$ cat src/rtl/pinbank_pkg.sv
package pinbank_pkg;
    typedef enum logic [2:0] {
        K_LEVEL = 3'd0,
        K_DIR   = 3'd1,
        K_SET   = 3'd2,
        K_CLR   = 3'd3,
        K_RISE  = 3'd4,
        K_FALL  = 3'd5,
        K_STAT  = 3'd6,
        K_ALT   = 3'd7
    } regkind_e;

    localparam int unsigned BANK_W = 32;
endpackage

$ cat src/rtl/pinbank_sync.sv
module pinbank_sync #(
    parameter int unsigned W = 32
) (
    input  logic         clk,
    input  logic         rst_n,
    input  logic [W-1:0] d,
    output logic [W-1:0] q
);
    logic [W-1:0] stage1;

    always_ff @(posedge clk or negedge rst_n) begin
        if (!rst_n) begin
            stage1 <= '0;
            q      <= '0;
        end else begin
            stage1 <= d;
            q      <= stage1;
        end
    end
endmodule

$ cat src/rtl/pinbank_bank.sv
module pinbank_bank
    import pinbank_pkg::*;
(
    input  logic              clk,
    input  logic              rst_n,
    input  logic [BANK_W-1:0] lvl_i,
    input  logic [BANK_W-1:0] wdata,
    input  logic              we_dir,
    input  logic              we_set,
    input  logic              we_clr,
    input  logic              we_rise,
    input  logic              we_fall,
    input  logic              we_stat,
    output logic [BANK_W-1:0] dir_o,
    output logic [BANK_W-1:0] out_o,
    output logic [BANK_W-1:0] rise_o,
    output logic [BANK_W-1:0] fall_o,
    output logic [BANK_W-1:0] stat_o
);
    logic [BANK_W-1:0] prev_q;
    logic [BANK_W-1:0] hit;
    logic [BANK_W-1:0] clr_mask;

    // Edge hits from the synchronized level against its previous sample.
    always_comb begin
        hit      = (lvl_i & ~prev_q & rise_o) | (~lvl_i & prev_q & fall_o);
        clr_mask = we_stat ? wdata : '0;
    end

    always_ff @(posedge clk or negedge rst_n) begin
        if (!rst_n) begin
            prev_q <= '0;
            dir_o  <= '0;
            out_o  <= '0;
            rise_o <= '0;
            fall_o <= '0;
            stat_o <= '0;
        end else begin
            prev_q <= lvl_i;
            if (we_dir)  dir_o  <= wdata;
            if (we_rise) rise_o <= wdata;
            if (we_fall) fall_o <= wdata;
            if (we_set)
                out_o <= out_o | wdata;
            else if (we_clr)
                out_o <= out_o & ~wdata;
            // A new hit wins over a clear of the same bit.
            stat_o <= (stat_o & ~clr_mask) | hit;
        end
    end
endmodule

$ cat src/rtl/pinbank_ctrl.sv
module pinbank_ctrl
    import pinbank_pkg::*;
#(
    parameter int unsigned NPINS  = 64,
    parameter int unsigned ADDR_W = 12
) (
    input  logic              clk,
    input  logic              rst_n,
    input  logic              wr_en,
    input  logic              rd_en,
    input  logic [ADDR_W-1:0] addr,
    input  logic [31:0]       wdata,
    output logic [31:0]       rdata,
    input  logic [NPINS-1:0]  pin_in,
    output logic [NPINS-1:0]  pin_out,
    output logic [NPINS-1:0]  pin_oe,
    output logic              irq
);
    localparam int unsigned NREG       = NPINS / BANK_W;
    localparam int unsigned NALT       = 2 * NREG;
    localparam int unsigned MAIN_WORDS = 7 * NREG;
    localparam int unsigned NWORDS     = MAIN_WORDS + NALT;
    localparam int unsigned BW         = (NREG > 1) ? $clog2(NREG) : 1;
    localparam int unsigned AW         = $clog2(NALT);

    logic [NPINS-1:0] lvl_sync;

    logic [NREG-1:0][BANK_W-1:0] dir_w, out_w, rise_w, fall_w, stat_w;
    logic [NREG-1:0] we_dir, we_set, we_clr, we_rise, we_fall, we_stat;
    logic [31:0] alt_q [NALT];

    int unsigned widx;
    logic        in_main;
    logic        in_alt;
    regkind_e    kind;
    logic [BW-1:0] bsel;
    logic [AW-1:0] asel;
    logic [31:0]   rd_mux;
    logic          unused_lsb;

    assign unused_lsb = ^addr[1:0];

    pinbank_sync #(.W(NPINS)) i_sync (
        .clk   (clk),
        .rst_n (rst_n),
        .d     (pin_in),
        .q     (lvl_sync)
    );

    // Address decode: kind and bank for the main region, word for the alt region.
    always_comb begin
        widx    = 32'(addr[ADDR_W-1:2]);
        in_main = (widx < MAIN_WORDS);
        in_alt  = !in_main && (widx < NWORDS);
        kind    = K_LEVEL;
        bsel    = '0;
        asel    = '0;
        if (in_main) begin
            kind = regkind_e'(3'(widx / NREG));
            bsel = BW'(widx % NREG);
        end else if (in_alt) begin
            kind = K_ALT;
            asel = AW'(widx - MAIN_WORDS);
        end
    end

    for (genvar b = 0; b < NREG; b++) begin : g_bank
        logic sel;
        assign sel        = wr_en && in_main && (bsel == BW'(b));
        assign we_dir[b]  = sel && (kind == K_DIR);
        assign we_set[b]  = sel && (kind == K_SET);
        assign we_clr[b]  = sel && (kind == K_CLR);
        assign we_rise[b] = sel && (kind == K_RISE);
        assign we_fall[b] = sel && (kind == K_FALL);
        assign we_stat[b] = sel && (kind == K_STAT);

        pinbank_bank i_bank (
            .clk     (clk),
            .rst_n   (rst_n),
            .lvl_i   (lvl_sync[b*BANK_W +: BANK_W]),
            .wdata   (wdata),
            .we_dir  (we_dir[b]),
            .we_set  (we_set[b]),
            .we_clr  (we_clr[b]),
            .we_rise (we_rise[b]),
            .we_fall (we_fall[b]),
            .we_stat (we_stat[b]),
            .dir_o   (dir_w[b]),
            .out_o   (out_w[b]),
            .rise_o  (rise_w[b]),
            .fall_o  (fall_w[b]),
            .stat_o  (stat_w[b])
        );

        assign pin_oe[b*BANK_W +: BANK_W]  = dir_w[b];
        assign pin_out[b*BANK_W +: BANK_W] = out_w[b];
    end

    always_ff @(posedge clk or negedge rst_n) begin
        if (!rst_n) begin
            for (int i = 0; i < int'(NALT); i++) alt_q[i] <= '0;
        end else if (wr_en && in_alt) begin
            alt_q[asel] <= wdata;
        end
    end

    always_comb begin
        rd_mux = '0;
        if (in_main) begin
            unique case (kind)
                K_LEVEL:       rd_mux = lvl_sync[bsel*BANK_W +: BANK_W];
                K_DIR:         rd_mux = dir_w[bsel];
                K_SET, K_CLR:  rd_mux = out_w[bsel];
                K_RISE:        rd_mux = rise_w[bsel];
                K_FALL:        rd_mux = fall_w[bsel];
                K_STAT:        rd_mux = stat_w[bsel];
                K_ALT:         rd_mux = '0;
            endcase
        end else if (in_alt) begin
            rd_mux = alt_q[asel];
        end
    end

    always_ff @(posedge clk or negedge rst_n) begin
        if (!rst_n)
            rdata <= '0;
        else if (rd_en)
            rdata <= rd_mux;
    end

    assign irq = |stat_w;
endmodule

$ cat config.mk
export PLATFORM = sky130hd
export DESIGN_NAME = pinbank_ctrl
export DESIGN_NICKNAME = d
export VERILOG_FILES = /design/src/rtl/pinbank_pkg.sv /design/src/rtl/pinbank_sync.sv /design/src/rtl/pinbank_bank.sv /design/src/rtl/pinbank_ctrl.sv
export SDC_FILE = /design/constraint.sdc
export NUM_CORES = 1
export LEC_CHECK = 0
export BUFFER_PORTS_ARGS = -buffer_cell sky130_fd_sc_hd__buf_2
export CORE_UTILIZATION = 59
export DETAILED_ROUTE_END_ITERATION = 12
export PLACE_DENSITY = 0.81
export SLEW_MARGIN = 20
export SYNTH_ARGS = -nofsm -noshare
export SYNTH_HDL_FRONTEND = slang
export SYNTH_SLANG_ARGS = --single-unit
$ cat constraint.sdc
create_clock -name clk -period 1.8 [get_ports clk]
set_clock_uncertainty 0.15 [all_clocks]
set_input_delay 0.09 -clock clk [delete_from_list [all_inputs] [get_ports clk]]
set_output_delay 0.09 -clock clk [all_outputs]
set_load 0.01 [all_outputs]
==> results of run 1 <==
stage by stage:
stage               TNS, ps  worst slack [ps]  instance area [um^2]  power, uW  std cells
floorplan            -41890              -439                 29100      16800       2434
global placement    -195020              -830                 32900      18100       3401
detailed placement  -206280              -821                 32900      18100       3401
CTS                    -834              -834                 36900      32600       3684
global route           -920              -878                 37200      33500       3691
finish                 -979              -913                 37200      32700       3691
cell families (layout without fill, tap and decap cells):
group                  after synthesis  after routing  share of synthesized area [%]
AOI/OAI and AO/OA                  573            573                           12.4
buffers and inverters              224            866                           3.33
DFF                                672            672                           58.9
muxes                              401            401                           15.7
and+or+nand+nor                    564            564                           9.65
metal layers:
layer	vias up	routed length [um]	GRT usage (%)	share of wire, %
met1	12100	37500	54.1	36
met5	-	62	0.782	0.060
met4	4	6680	25.2	6.5
li1	9961	-	-	-
met3	494	11800	10.5	11
met2	1822	47500	65.7	46
power groups by stage:
| stage | Combinational [uW] | Sequential (uW) | Clock (uW) |
|---|---|---|---|
| after floorplan | 815 | 15900 | 0 |
| after global placement | 2050 | 16000 | 0 |
| after detailed placement | 2090 | 16000 | 0 |
| after CTS | 2410 | 15800 | 14400 |
| after global routing | 2620 | 15800 | 15100 |
| final | 2500 | 15800 | 14400 |
cells in the mapped netlist, types with 4 or more instances:
cell type | n | area share (%)
a2111oi_0 | 11 | 0.34
a21o_1 | 32 | 0.84
a21oi_1 | 55 | 0.96
a221o_1 | 6 | 0.21
a221oi_1 | 13 | 0.40
a22o_1 | 13 | 0.40
a22oi_1 | 34 | 0.89
a31oi_1 | 6 | 0.13
a32oi_1 | 30 | 0.92
and2_1 | 4 | 0.088
and3_1 | 5 | 0.11
buf_1 | 9 | 0.12
buf_2 | 35 | 0.61
buf_4 | 6 | 0.16
buf_6 | 6 | 0.24
clkbuf_1 | 132 | 1.7
dfrtp_1 | 672 | 59
inv_1 | 36 | 0.47
mux2_1 | 36 | 1.4
mux2_2 | 229 | 9.0
mux2_4 | 30 | 1.6
mux2i_1 | 106 | 3.7
nand2_1 | 328 | 4.3
nand3_1 | 62 | 1.1
nand3b_1 | 67 | 1.8
nand4_1 | 7 | 0.15
nor2_1 | 16 | 0.21
nor2b_1 | 7 | 0.15
nor3_1 | 6 | 0.11
nor4_1 | 34 | 0.74
o211ai_1 | 32 | 0.84
o21ai_0 | 262 | 4.6
o21ai_1 | 19 | 0.33
o22a_1 | 6 | 0.18
o22ai_1 | 32 | 0.70
o2bb2ai_1 | 13 | 0.40
or3_1 | 4 | 0.088
worst max-delay path by stage:
stage	startpoint	to	slack [ps]	depth (start not counted)
floorplan	addr[10]	g_bank[0].i_bank.fall_o[11]	-440	7
global placement	addr[10]	rdata[0]	-830	8
detailed placement	addr[10]	rdata[0]	-820	8
CTS	g_bank[0].i_bank.stat_o[25]	irq	-830	5
global route	g_bank[0].i_bank.stat_o[22]	irq	-880	5
finish	g_bank[1].i_bank.stat_o[20]	irq	-910	5
flip-flops by register name, summed over array words and instances (netlist names), named ones only:
name	count
alt_q	128
i_sync.q	64
g_bank.i_bank.dir_o	64
rdata	32
g_bank.i_bank.prev_q	64
i_sync.stage1	64
g_bank.i_bank.stat_o	64
g_bank.i_bank.fall_o	64
g_bank.i_bank.rise_o	64
cell type report:
cell class | instances | area share (%)
Clock inverter | 22 | 0.690
Timing Repair Buffer | 710 | 15.4
Multi-Input combinational cell | 1538 | 30.9
Tap cell | 615 | 2.07
Sequential cell | 672 | 45.2
Inverter | 36 | 0.363
Clock buffer | 98 | 5.35
timing repair:
item	4_1_cts	5_1_grt
endpoints found under the setup margin	40	49
pin swaps	6	9
resized for setup	23	46
hold buffers	162	0
gates cloned	0	2
setup buffers	1	5
endpoints found under the hold margin	1184	0
critical path: cells and delay by family, from the launching register on:
family                 cells  cell delay [ps]
and+or+nand+nor            3             1070
DFF                        1              470
buffers and inverters      2              320
==> report_table.html, run 1 <==
<table>
<tr><th>Metric</th><th>Value</th></tr>
<tr><th colspan="2">Detailed routing</th></tr>
<tr><td>Vias post-DR</td><td>24.4k</td></tr>
<tr><td>Overall routed net length</td><td>roughly 100,000 um</td></tr>
<tr><td>Residual antenna-violating net count after detailed routing</td><td>0</td></tr>
<tr><td>Number of optimization iterations in the first detailed-route pass</td><td>11</td></tr>
<tr><td>Post-DR vias/cell</td><td>roughly 6.6</td></tr>
<tr><td>DRC</td><td>0</td></tr>
<tr><td>Iteration-0 DRC Markers</td><td>between 2k and 3k</td></tr>
<tr><td>Routed len/inst</td><td>28.1 um</td></tr>
<tr><th colspan="2">Logic synthesis</th></tr>
<tr><td>Async SR Flop Fraction</td><td>between 90% and 100%</td></tr>
<tr><td>Synthesized area per cell</td><td>11.7 um^2</td></tr>
<tr><td>Post-Syn Area</td><td>28,600 um^2</td></tr>
<tr><td>Distinct cell type count of the synthesized netlist</td><td>60</td></tr>
<tr><td>Portion of the post-synthesis area used by sequential elements</td><td>roughly 60%</td></tr>
<tr><td>Post-Syn Instances</td><td>2,434</td></tr>
<tr><td>Yosys warnings</td><td>0</td></tr>
<tr><td>Yosys reg bits</td><td>672</td></tr>
<tr><td>Number of flops mapped to enable cells by yosys</td><td>0</td></tr>
<tr><td>Synth Net Count</td><td>2,546</td></tr>
<tr><td>Main synth FF type</td><td>dfrtp_1</td></tr>
<tr><th colspan="2">GRT</th></tr>
<tr><td>Largest net degree at the start of global routing</td><td>77</td></tr>
<tr><td>Vias in the first global route</td><td>about 25k</td></tr>
<tr><td>Total GRT Usage</td><td>42.3%</td></tr>
<tr><td>Global-route wire length before repair</td><td>155,000 um</td></tr>
<tr><td>Residual overflow from global routing</td><td>0</td></tr>
<tr><td>Number of antenna violations at the first check in global routing</td><td>1</td></tr>
<tr><th colspan="2">Place</th></tr>
<tr><td>IO buf count</td><td>270</td></tr>
<tr><td>Final HPWL from detailed placement</td><td>66,200 um</td></tr>
<tr><td>Final Wtd Congestion</td><td>0.968</td></tr>
<tr><th colspan="2">Critical path</th></tr>
<tr><td>R2r worst-path depth</td><td>5</td></tr>
<tr><td>Required time worst endpoint</td><td>~1600 ps</td></tr>
<tr><td>Critical path type</td><td>reg -&gt; out</td></tr>
<tr><td>Worst flop-to-flop path endpoint</td><td>rdata[28]</td></tr>
<tr><td>Worst-path maximum fanout</td><td>3</td></tr>
<tr><td>Max stage delay cell, worst path</td><td>or4_4</td></tr>
<tr><td>Type of destination of the critical path</td><td>primary output</td></tr>
<tr><td>Startpoint type of the worst setup path</td><td>flip-flop</td></tr>
<tr><td>Cells traversed along the worst timing path</td><td>nor4_2 &gt; buf_4 &gt; nand4_1 &gt; or4_4 &gt; buf_6</td></tr>
<tr><td>Arrival time at the worst endpoint</td><td>2470 ps</td></tr>
<tr><td>Minimum setup slack among reg-to-reg paths</td><td>20 ps</td></tr>
<tr><td>Longest individual stage delay on the worst path</td><td>~530 ps</td></tr>
<tr><td>Reg-to-reg startpoint</td><td>g_bank[0].i_bank.stat_o[28]</td></tr>
<tr><th colspan="2">Clock tree</th></tr>
<tr><td>H-tree depth reported by CTS</td><td>3</td></tr>
<tr><td>Sink Count</td><td>between 600 and 700</td></tr>
<tr><td>Clock Path Buffers</td><td>3</td></tr>
<tr><td>Clock slew at the register clock pins of the worst setup and hold paths</td><td>60 ps</td></tr>
<tr><td>CTS tree</td><td>built</td></tr>
<tr><td>CTS buffer count</td><td>between 60 and 70</td></tr>
<tr><td>Clk Latency, worst-skew pair</td><td>about 610 ps</td></tr>
<tr><td>Clk root buf</td><td>clkbuf_16</td></tr>
<tr><th colspan="2">STA</th></tr>
<tr><td>Post-route minimum period</td><td>2710 ps</td></tr>
<tr><td>Final hold viol count</td><td>0</td></tr>
<tr><td>Tightest hold margin</td><td>21.4 ps</td></tr>
<tr><td>Least-Margin Pin Slew</td><td>686 ps</td></tr>
<tr><td>Remaining max-slew budget at the tightest pin</td><td>53.9%</td></tr>
<tr><td>Final Cycle Share</td><td>151%</td></tr>
<tr><td>Maximum clock frequency</td><td>between 300 and 400 MHz</td></tr>
<tr><td>RSZ-0062 raised after global routing</td><td>yes</td></tr>
<tr><td>Max Transition Viols Final</td><td>0</td></tr>
<tr><td>Number of setup violations in the final report</td><td>11</td></tr>
<tr><td>Smallest setup slack after layout</td><td>-913 ps</td></tr>
<tr><th colspan="2">Layout</th></tr>
<tr><td>Fin nets</td><td>3,139</td></tr>
<tr><td>Area growth from synthesis to layout</td><td>30.2%</td></tr>
<tr><td>Register area</td><td>16,800 um^2</td></tr>
<tr><td>Diodes inserted</td><td>0</td></tr>
<tr><td>Commonest non-fill, non-tap cell in the layout</td><td>dfrtp_1</td></tr>
<tr><td>Number of filler cells placed in the layout</td><td>2,838</td></tr>
<tr><td>Area occupied by multi-input gates</td><td>11,500 um^2</td></tr>
<tr><td>Ratio of cells with drive above 1 in the final layout</td><td>33.2%</td></tr>
<tr><td>Commonest cells after routing, fill and taps aside</td><td>dfrtp_1, nand2_1, buf_2</td></tr>
<tr><td>Post-route core utilization</td><td>77.9%</td></tr>
<tr><th colspan="2">Flow run</th></tr>
<tr><td>Max Cap Violations</td><td>0</td></tr>
<tr><th colspan="2">Power</th></tr>
<tr><td>Peak supply drop</td><td>between 0.7 and 0.8 mV</td></tr>
<tr><td>Clock share of power</td><td>44.0%</td></tr>
<tr><td>Net switching fraction of the power</td><td>23.6%</td></tr>
<tr><td>Psw</td><td>7730 uW</td></tr>
<tr><td>Static leakage</td><td>0.0177 uW</td></tr>
<tr><td>Internal Pwr Total</td><td>25,000 uW</td></tr>
<tr><td>Combinational cell fraction of total power</td><td>7.6%</td></tr>
<tr><td>Sequential cell fraction of total power</td><td>48.3%</td></tr>
<tr><td>P per Cell Area</td><td>879 nW/um^2</td></tr>
<tr><th colspan="2">Die</th></tr>
<tr><td>Count of standard-cell rows</td><td>80</td></tr>
<tr><td>Die area</td><td>49,300 um^2</td></tr>
<tr><td>Die X-Extent</td><td>222 um</td></tr>
<tr><td>Die Ht</td><td>222 um</td></tr>
<tr><td>Core Footprint</td><td>47,700 um^2</td></tr>
<tr><td>Number of placed I/O pins</td><td>273</td></tr>
<tr><td>Starting Density</td><td>59.8%</td></tr>
<tr><th colspan="2">Hold path</th></tr>
<tr><td>Hold depth</td><td>2</td></tr>
<tr><td>Startpoint of the tightest hold check path</td><td>pin_in[30]</td></tr>
<tr><td>End of the worst hold path</td><td>i_sync.stage1[30]</td></tr>
<tr><td>Class of the tightest hold or removal check</td><td>in -&gt; reg</td></tr>
<tr><th colspan="2">Run status</th></tr>
<tr><td>Failing checks</td><td>negative setup slack</td></tr>
<tr><td>Run status</td><td>finished, violations left</td></tr>
</table>
Note: power is estimated with default switching activity, not from simulation.
==> inputs of run 2 (changes only) <==
--- a/config.mk
+++ b/config.mk
@@ -8,6 +8,7 @@
 export BUFFER_PORTS_ARGS = -buffer_cell sky130_fd_sc_hd__buf_2
 export CORE_UTILIZATION = 59
 export DETAILED_ROUTE_END_ITERATION = 12
+export MAX_ROUTING_LAYER = met4
 export PLACE_DENSITY = 0.81
 export SLEW_MARGIN = 20
 export SYNTH_ARGS = -nofsm -noshare
==> run 2 against run 1 <==
Effect of this change: the run still ends with negative setup slack left; via count is 1.1% lower; hold slack better by 11 ps; first-iteration DRC count is 5.3% lower; cell area is 0.40% higher; register-to-register slack worse by 20 ps; clock power is 3% higher; non-clock buffer count is 2 higher; wire length is 0.28% higher; setup slack better by 1.1 ps; critical endpoint unchanged; largest power group unchanged.
==> report_table.html, run 2 (synthesis gave the netlist of run 1 again) <==
<table>
<tr><th>Metric</th><th>Value</th></tr>
<tr><th colspan="2">Run status</th></tr>
<tr><td>Run status</td><td>finished, violations left</td></tr>
<tr><td>Failing checks</td><td>negative setup slack</td></tr>
<tr><th colspan="2">Place</th></tr>
<tr><td>IO buf count</td><td>270</td></tr>
<tr><td>Final Wtd Congestion</td><td>a little under 1</td></tr>
<tr><td>Placed Instance Area</td><td>33,200 um^2</td></tr>
<tr><td>Final HPWL from detailed placement</td><td>~67,000 um</td></tr>
<tr><th colspan="2">Critical path</th></tr>
<tr><td>Worst-path maximum fanout</td><td>3</td></tr>
<tr><td>Minimum setup slack among reg-to-reg paths</td><td>0 ps</td></tr>
<tr><td>Critical path type</td><td>reg -&gt; out</td></tr>
<tr><td>Cells traversed along the worst timing path</td><td>nor4_1 &gt; nand4_1 &gt; or4_4 &gt; buf_6</td></tr>
<tr><td>Max stage delay cell, worst path</td><td>or4_4</td></tr>
<tr><td>Type of destination of the critical path</td><td>primary output</td></tr>
<tr><td>Arrival time at the worst endpoint</td><td>~2500 ps</td></tr>
<tr><td>Startpoint type of the worst setup path</td><td>flip-flop</td></tr>
<tr><td>Required time worst endpoint</td><td>1560 ps</td></tr>
<tr><td>Longest individual stage delay on the worst path</td><td>slightly below 600 ps</td></tr>
<tr><th colspan="2">Die</th></tr>
<tr><td>Starting Density</td><td>59.8%</td></tr>
<tr><td>Core Footprint</td><td>47,700 um^2</td></tr>
<tr><td>Count of standard-cell rows</td><td>80</td></tr>
<tr><td>Number of placed I/O pins</td><td>about 270</td></tr>
<tr><td>Die X-Extent</td><td>222 um</td></tr>
<tr><td>Die Ht</td><td>approximately 220 um</td></tr>
<tr><td>Die area</td><td>49,300 um^2</td></tr>
<tr><th colspan="2">Power</th></tr>
<tr><td>Internal Pwr Total</td><td>25,500 uW</td></tr>
<tr><td>Peak supply drop</td><td>roughly 0.90 mV</td></tr>
<tr><td>Combinational cell fraction of total power</td><td>7.6%</td></tr>
<tr><td>Psw</td><td>between 7000 and 8000 uW</td></tr>
<tr><td>P per Cell Area</td><td>888 nW/um^2</td></tr>
<tr><td>Static leakage</td><td>about 0.018 uW</td></tr>
<tr><td>Clock share of power</td><td>44.8%</td></tr>
<tr><td>Net switching fraction of the power</td><td>23.1%</td></tr>
<tr><td>Sequential cell fraction of total power</td><td>a little under half</td></tr>
<tr><td>Power consumption</td><td>33,200 uW</td></tr>
<tr><th colspan="2">GRT</th></tr>
<tr><td>Residual overflow from global routing</td><td>0</td></tr>
<tr><td>Number of antenna violations at the first check in global routing</td><td>0</td></tr>
<tr><td>Largest net degree at the start of global routing</td><td>between 80 and 90</td></tr>
<tr><td>Global-route wire length before repair</td><td>about 160,000 um</td></tr>
<tr><td>Vias in the first global route</td><td>25.4k</td></tr>
<tr><td>Total GRT Usage</td><td>roughly 44%</td></tr>
<tr><th colspan="2">STA</th></tr>
<tr><td>RSZ-0062 raised after global routing</td><td>yes</td></tr>
<tr><td>Final hold viol count</td><td>0</td></tr>
<tr><td>Final Cycle Share</td><td>151%</td></tr>
<tr><td>Number of setup violations in the final report</td><td>1</td></tr>
<tr><td>Post-Route Setup TNS</td><td>-912 ps</td></tr>
<tr><td>Maximum clock frequency</td><td>369 MHz</td></tr>
<tr><td>Max Transition Viols Final</td><td>0</td></tr>
<tr><td>Smallest setup slack after layout</td><td>-912 ps</td></tr>
<tr><td>Least-Margin Pin Slew</td><td>just over 900 ps</td></tr>
<tr><td>Remaining max-slew budget at the tightest pin</td><td>a little under two fifths</td></tr>
<tr><td>Post-route minimum period</td><td>2710 ps</td></tr>
<tr><th colspan="2">Detailed routing</th></tr>
<tr><td>DRC</td><td>0</td></tr>
<tr><td>Vias post-DR</td><td>about 24k</td></tr>
<tr><td>Number of optimization iterations in the first detailed-route pass</td><td>5</td></tr>
<tr><td>Residual antenna-violating net count after detailed routing</td><td>0</td></tr>
<tr><td>Routed len/inst</td><td>28.1 um</td></tr>
<tr><td>Post-DR vias/cell</td><td>6.54</td></tr>
<tr><td>Iteration-0 DRC Markers</td><td>2,614</td></tr>
<tr><td>Overall routed net length</td><td>104,000 um</td></tr>
<tr><th colspan="2">Flow run</th></tr>
<tr><td>Max Cap Violations</td><td>0</td></tr>
<tr><th colspan="2">Layout</th></tr>
<tr><td>Max reg flops</td><td>128</td></tr>
<tr><td>Ratio of cells with drive above 1 in the final layout</td><td>32.9%</td></tr>
<tr><td>Top reg by flops</td><td>alt_q</td></tr>
<tr><td>Area growth from synthesis to layout</td><td>30.7%</td></tr>
<tr><td>Commonest non-fill, non-tap cell in the layout</td><td>dfrtp_1</td></tr>
<tr><td>Post-route standard cell area excluding fillers</td><td>37,300 um^2</td></tr>
<tr><td>Fin nets</td><td>3,140</td></tr>
<tr><td>Commonest cells after routing, fill and taps aside</td><td>dfrtp_1, nand2_1, buf_2</td></tr>
<tr><th colspan="2">Clock tree</th></tr>
<tr><td>CTS tree</td><td>built</td></tr>
<tr><td>H-tree depth reported by CTS</td><td>3</td></tr>
<tr><td>Clock Path Buffers</td><td>3</td></tr>
<tr><td>Sink Count</td><td>672</td></tr>
<tr><td>Clk Latency, worst-skew pair</td><td>610 ps</td></tr>
<tr><td>CTS buffer count</td><td>68</td></tr>
<tr><td>Clk root buf</td><td>clkbuf_16</td></tr>
<tr><td>Setup Buffers After CTS</td><td>0</td></tr>
<tr><td>Clock slew at the register clock pins of the worst setup and hold paths</td><td>60 ps</td></tr>
<tr><th colspan="2">Hold path</th></tr>
<tr><td>Class of the tightest hold or removal check</td><td>in -&gt; reg</td></tr>
</table>
run 2: what timing repair did:
item	in CTS	in global routing
pin swaps	4	8
cloned	0	0
hold endpoints to repair	1184	0
resized for setup	14	31
setup endpoints to repair	31	60
hold buffers	161	0
run 2: cell type report:
type | count | area [um^2]
clock buffer | 106 | 2160
timing repair buffer | 712 | 5860
antenna | 1 | 2.50
multi-input combinational | 1538 | 11400
sequential | 672 | 16800
fill | 2875 | 10400
tap | 615 | 769
clock inverter | 10 | 175
inverter | 36 | 135
run 2: layer usage:
layer	routed length (um)	GRT usage, %
met4	6230	23.5
met2	47900	66.6
met3	11100	11.1
met1	38600	55.2
met5	0	-
run 2: worst paths after layout:
| kind | startpoint | to | depth (start not counted) |
|---|---|---|---|
| hold reg to reg | i_sync.stage1[2] | i_sync.q[2] | 0 |
| min in group asynchronous | rst_n | async pin | 3 |
| hold / removal | pin_in[30] | i_sync.stage1[30] | 2 |
| max in group asynchronous | rst_n | alt_q[1] | 3 |
| setup / recovery | g_bank[1].i_bank.stat_o[17] | irq | 4 |
| setup reg to reg | alt_q[68] | rdata[4] | 5 |
run 2: through the flow:
stage / std cells / worst slack (ps) / hold slack [ps] / util, %
after floorplan: 2434 / -439 / -356 / -
after global placement: 3412 / -648 / -69.7 / 69.5
after detailed placement: 3412 / -712 / -66.1 / 69.5
after CTS: 3689 / -919 / 6.88 / 77.9
after global routing: 3689 / -916 / 29.7 / 78.2
final: 3690 / -912 / 32.7 / 78.2
run 2: power by group through the flow:
| stage | sequential [uW] | combinational, uW | clock (uW) |
|---|---|---|---|
| after floorplan | 15900 | 815 | 0 |
| after global placement | 16000 | 2070 | 0 |
| after detailed placement | 16000 | 2110 | 0 |
| after CTS | 15800 | 2420 | 14900 |
| after global routing | 15800 | 2630 | 15500 |
| final | 15800 | 2510 | 14900 |
run 2: worst max-delay path, delay by kind of cell (launching register included):
family	cells	cell delay, ps
buffers and inverters	1	140
flip-flops	1	470
AND/OR/NAND/NOR	3	1240
